$ cat config.mk
export PLATFORM = sky130hd
export DESIGN_NAME = slow_delay_line
export DESIGN_NICKNAME = d
export VERILOG_FILES = /design/src/rtl/sdl_pkg.sv /design/src/rtl/sdl_tick_gen.sv /design/src/rtl/sdl_ring_ptr.sv /design/src/rtl/sdl_ring_ram.sv /design/src/rtl/slow_delay_line.sv
export SDC_FILE = /design/constraint.sdc
export NUM_CORES = 2
export LEC_CHECK = 0
export BUFFER_PORTS_ARGS = -buffer_cell sky130_fd_sc_hd__buf_2
export CAP_MARGIN = 20
export CORE_MARGIN = 2
export CORE_UTILIZATION = 55
export CTS_BUF_LIST = sky130_fd_sc_hd__clkbuf_2 sky130_fd_sc_hd__clkbuf_4 sky130_fd_sc_hd__clkbuf_8
export DETAILED_ROUTE_END_ITERATION = 8
export PLACE_DENSITY_LB_ADDON = 0.08
export SYNTH_ARGS = -nofsm -noshare
export SYNTH_HDL_FRONTEND = slang
export SYNTH_SLANG_ARGS = --single-unit
$ cat constraint.sdc
create_clock -name clk -period 7.4 [get_ports clk]
set_input_delay 1.85 -clock clk [delete_from_list [all_inputs] [get_ports clk]]
set_output_delay 1.85 -clock clk [all_outputs]
set_load 0.05 [all_outputs]
$ cat src/rtl/sdl_pkg.sv
package sdl_pkg;

  // Bits needed to count 0 .. n-1, never less than one.
  function automatic int unsigned width_for(input int unsigned n);
    return (n < 2) ? 1 : $clog2(n);
  endfunction

endpackage

$ cat src/rtl/sdl_tick_gen.sv
module sdl_tick_gen #(
  parameter int unsigned TICK_CYCLES = 10
) (
  input  logic clk,
  input  logic rst,
  output logic tick
);
  localparam int unsigned CW = sdl_pkg::width_for(TICK_CYCLES);
  localparam logic [CW-1:0] LAST = CW'(TICK_CYCLES - 1);

  logic [CW-1:0] cnt;

  always_ff @(posedge clk) begin
    if (rst)              cnt <= '0;
    else if (cnt == LAST) cnt <= '0;
    else                  cnt <= cnt + 1'b1;
  end

  assign tick = (cnt == LAST);

  // the prescaler never leaves its range
  assert_cnt_range_R4: assert property (@(posedge clk) disable iff (rst)
    cnt <= LAST);

  // a tick is never followed by another one when the period exceeds one cycle
  assert_tick_gap_R4: assert property (@(posedge clk) disable iff (rst)
    (tick && (TICK_CYCLES > 1)) |=> !tick);

endmodule

$ cat src/rtl/sdl_ring_ptr.sv
module sdl_ring_ptr #(
  parameter int unsigned DEPTH = 5,
  localparam int unsigned AW = sdl_pkg::width_for(DEPTH)
) (
  input  logic          clk,
  input  logic          rst,
  input  logic          adv,
  output logic [AW-1:0] wr_addr,
  output logic [AW-1:0] rd_addr
);
  localparam logic [AW-1:0] TOP    = AW'(DEPTH - 1);
  localparam logic [AW-1:0] RD_INI = AW'(1 % DEPTH);

  always_ff @(posedge clk) begin
    if (rst) begin
      wr_addr <= '0;
      rd_addr <= RD_INI;
    end else if (adv) begin
      wr_addr <= (wr_addr == TOP) ? '0 : wr_addr + 1'b1;
      rd_addr <= (rd_addr == TOP) ? '0 : rd_addr + 1'b1;
    end
  end

  // the read location stays one past the write location
  assert_rd_ahead_R3: assert property (@(posedge clk) disable iff (rst)
    rd_addr == ((wr_addr == TOP) ? '0 : wr_addr + 1'b1));

  // without a tick, neither pointer moves
  assert_hold_R4: assert property (@(posedge clk) disable iff (rst)
    !adv |=> ($stable(wr_addr) && $stable(rd_addr)));

  // the write pointer stays within the ring
  assert_bound_R9: assert property (@(posedge clk) disable iff (rst)
    wr_addr <= TOP);

  // stepping from the last location returns to zero
  assert_wrap_R9: assert property (@(posedge clk) disable iff (rst)
    (adv && wr_addr == TOP) |=> wr_addr == '0);

endmodule

$ cat src/rtl/sdl_ring_ram.sv
module sdl_ring_ram #(
  parameter int unsigned DATA_W = 3,
  parameter int unsigned DEPTH  = 5,
  localparam int unsigned AW = sdl_pkg::width_for(DEPTH)
) (
  input  logic              clk,
  input  logic              rst,
  input  logic [AW-1:0]     wr_addr,
  input  logic [DATA_W-1:0] wr_data,
  input  logic [AW-1:0]     rd_addr,
  output logic [DATA_W-1:0] rd_data
);
  logic [DATA_W-1:0] mem [DEPTH];

  // Write port: always enabled.
  always_ff @(posedge clk) begin
    mem[wr_addr] <= wr_data;
  end

  // Read port: registered, old data on a collision, resettable output register.
  always_ff @(posedge clk) begin
    if (rst) rd_data <= '0;
    else     rd_data <= mem[rd_addr];
  end

endmodule

$ cat src/rtl/slow_delay_line.sv
module slow_delay_line #(
  parameter int unsigned DATA_W      = 3,
  parameter int unsigned DEPTH       = 1000,
  parameter int unsigned TICK_CYCLES = 200000
) (
  input  logic              clk,
  input  logic              rst,
  input  logic [DATA_W-1:0] din,
  output logic [DATA_W-1:0] dout
);
  localparam int unsigned AW = sdl_pkg::width_for(DEPTH);

  logic          tick;
  logic [AW-1:0] wr_addr;
  logic [AW-1:0] rd_addr;

  sdl_tick_gen #(.TICK_CYCLES(TICK_CYCLES)) u_tick (
    .clk  (clk),
    .rst  (rst),
    .tick (tick)
  );

  sdl_ring_ptr #(.DEPTH(DEPTH)) u_ptr (
    .clk     (clk),
    .rst     (rst),
    .adv     (tick),
    .wr_addr (wr_addr),
    .rd_addr (rd_addr)
  );

  sdl_ring_ram #(.DATA_W(DATA_W), .DEPTH(DEPTH)) u_ram (
    .clk     (clk),
    .rst     (rst),
    .wr_addr (wr_addr),
    .wr_data (din),
    .rd_addr (rd_addr),
    .rd_data (dout)
  );

  // one cycle after a reset cycle, the output is clear
  assert_out_clear_R2: assert property (@(posedge clk)
    $past(rst) |-> dout == '0);

endmodule

==> flow_summary.yaml <==
critical_path:
  reg2reg_depth: 9
  critPathKind: "flip-flop to flip-flop"
  critPathLaunchType: "flip-flop"
  cp.arrival_ns: 6.14
  worstReg2RegStart: "u_ptr.rd_addr[1]"
  critPathMaxFanout: 43
  r2r_setup_slack_ns: 2.24
  worst_setup_path_end_kind: "flip-flop"
  worstSetupStartpoint: "u_ptr.rd_addr[1]"
  cp.required_ns: 8.39
  r2r_end: "u_ram.rd_data[2]"
power_and_ir_drop:
  p_per_area_nw_per_um2: 247
  p_leak_nw: 44.9
  ir_drop_uv: 214
synthesis:
  ys_ff_latch: 3041
  ys.flop_type: "edfxtp_1"
  synth_area_um2: 123000
  yosysMostFrequentCell: "edfxtp_1"
  synthArstFlopShare_pct: 0
  syn_nets: 6958
  synth_cell_type_count: 75
  synthTopCellsByCount: "edfxtp_1, nor2_1, mux2i_1"
  netlist_top_cells_area: "edfxtp_1, mux4_2, mux2i_1, nor2_1, o221ai_1"
  syn_inst: 6947
  synth_top_area_share_pct: 73.4
  synth.largest_area_cell: "edfxtp_1"
  syn_area_per_cell_um2: 17.7
  yosysSeqAreaShare_pct: 74.0
  synth_warnings: 0
  synth_edf_count: 3000
floorplanning:
  io_pins: 8
  die_h_um: 476
  fp-row-count: 173
  die_area_um2: 227000
  core-area_um2: 222000
  initial_utilization_pct: 55.3
  fp.dieW_um: 476
timing:
  hold_viol_final: 0
  finalCritPeriodShare_pct: 69.7
  min_period_ns: 5.16
  slew_viol_final: 0
  setup_violations: 0
  worst_clock_skew_ns: 0.0921
  fin_tns_setup_ns: 0
  worstMarginPinSlew_ns: 1.22
  fmax_ghz: 0.194
  rsz0062_at_grt: "false"
  fin_ws_ns: 2.24
  relSlewSlack_pct: 17.2
min_path:
  holdCritStartpoint: "u_tick.cnt[0]"
  hp-class: "flip-flop to flip-flop"
  hold_path_end: "u_tick.cnt[0]"
  hold_path_depth: 1
clocking:
  cts_setup_buffers: 0
  clock_sinks: 3041
  cts-htree-levels: 5
  cts_root_buf: "clkbuf_8"
  ctsResizeCount: 0
  hold_buffers: 0
  numCtsBuffers: 490
  cts_tree: "done"
  clk_latency_ns: 1.16
  clockBufferDepth: 4
  cts.clk_slew.worst_paths_ns: 0.06
layout:
  post_route_cells_drive_above_1_share_pct: 20.6
  layout.cells.non_filler: 10500
  nets: 7130
  fill_cells: 16400
  area_delta_synth_final_pct: 10.2
route:
  dr.pass1.iters: 6
  routedWlPerCell_um: 35.2
  ant_nets: 0
  wirelength_um: 369000
  viasPerCell: 6.62
  drt-initial-drc-count: 9906
  vias: 69300
  drc: 0
grt:
  grt_usage_pct: 32.1
  first_global_vias: 68300
  grt_max_degree: 228
  antenna_found_initial: 24
  overflow: 0
  grt_first_pass_wirelength_um: 516000
outcome:
  status: "complete, no violations"
placement:
  pre_cts_slack_ns: 2.53
  dp.cells: 9602
  post-dp-hpwl_um: 211000
  io_buffers: 7
  place_congestion: 0.873
flow_run:
  max_cap_viol_count: 0
==> stage by stage <==
| stage | hold WS [ns] | util (%) | instance area, µm² | power (mW) |
|---|---|---|---|---|
| after floorplan | 0.426 | - | 123000 | 19.3 |
| after global placement | 0.442 | 56.6 | 126000 | 19.6 |
| after detailed placement | 0.450 | 56.6 | 126000 | 19.6 |
| after CTS | 0.464 | 60.9 | 135000 | 33.5 |
| after global routing | 0.503 | 60.9 | 135000 | 34.3 |
| final | 0.461 | 60.9 | 135000 | 33.4 |
==> worst max path at each step <==
stage,endpoint,cells after the start,slack (ns)
after detailed placement,u_ram.rd_data[1],10,2.53
after floorplan,u_ram.rd_data[1],3,4.62
after global placement,u_ram.rd_data[1],9,2.33
after global routing,u_ram.rd_data[2],9,2.26
after CTS,u_ram.rd_data[1],10,2.48
final,u_ram.rd_data[2],9,2.24
==> power by group <==
| group | total (mW) | leakage (nW) | switching, mW | internal (mW) |
|---|---|---|---|---|
| registers | 18.9 | 27.3 | 0.00291 | 18.9 |
| logic | 0.295 | 12.6 | 0.273 | 0.0216 |
| clock network | 14.2 | 5.02 | 6.61 | 7.60 |
==> registers in the layout, indices dropped and copies added, names as in the netlist <==
signal,count
u_tick.cnt,18
u_ram.rd_data,3
u_ram.mem,3000
u_ptr.rd_addr,10
u_ptr.wr_addr,10
==> metal layers <==
| metal | global-route usage (%) | vias to the layer above | wire [µm] |
|---|---|---|---|
| met5 | 0 | - | 76 |
| met4 | 12.6 | 12 | 15400 |
| met3 | 7.22 | 741 | 38100 |
| met2 | 49.5 | 4159 | 172000 |
| met1 | 45.1 | 36300 | 143000 |
| li1 | - | 28100 | - |
==> layout make-up <==
| type | instances | area (µm²) | area share [%] |
|---|---|---|---|
| clock inverter | 214 | 1360 | 1.01 |
| sequential | 3041 | 90900 | 67.2 |
| tap | 2975 | 3720 | 2.75 |
| multi-input combinational | 3368 | 29100 | 21.5 |
| timing repair buffer | 209 | 2040 | 1.51 |
| clock buffer | 655 | 8080 | 5.97 |
| antenna | 8 | 20.0 | 0.0148 |
| inverter | 9 | 48.8 | 0.0361 |
==> cells by family (layout without fill, tap and decap cells) <==
logic type / after synthesis / count (layout) / share of synthesized area, %
XOR/XNOR: 30 / 30 / 0.214
multiplexers: 1047 / 1047 / 13.8
AND/OR/NAND/NOR: 1580 / 1580 / 5.23
flip-flops: 3041 / 3041 / 74.0
other: 0 / 8 / 0
adder cells (fa/ha/maj): 6 / 6 / 0.0611
AO/OA/AOI/OAI: 705 / 705 / 4.00
buffers and inverters: 538 / 1087 / 2.61
==> critical path, stage by stage, from the launching register on <==
cell	delay [ns]
dfxtp_4	0.63
nand2b_4	0.62
buf_4	0.66
o22ai_1	0.20
a211oi_1	0.42
nor3_1	0.13
o21ai_0	0.67
a22oi_1	0.39
a211oi_1	0.96
o32ai_1	0.21
==> placed cells by master (no fill, tap or decap), types with 16 or more instances in the layout <==
cell	count
a221oi_1	16
nor2_1	1126
and2_1	24
nor2b_1	21
nor3_1	47
mux4_1	19
nand2_1	178
o21ai_0	83
xor2_1	19
buf_12	35
a22oi_1	29
a31oi_1	27
o221ai_1	170
mux4_2	493
nand4_1	20
dfxtp_1	33
a211oi_1	20
mux2_2	30
bufinv_16	16
mux2i_1	505
clkinv_2	64
buf_4	166
clkbuf_4	150
clkbuf_8	505
nand2_4	21
clkinv_1	124
edfxtp_1	3000
a21oi_1	138
nand3_1	61
o22ai_1	121
(Power assumes the default switching activity.)
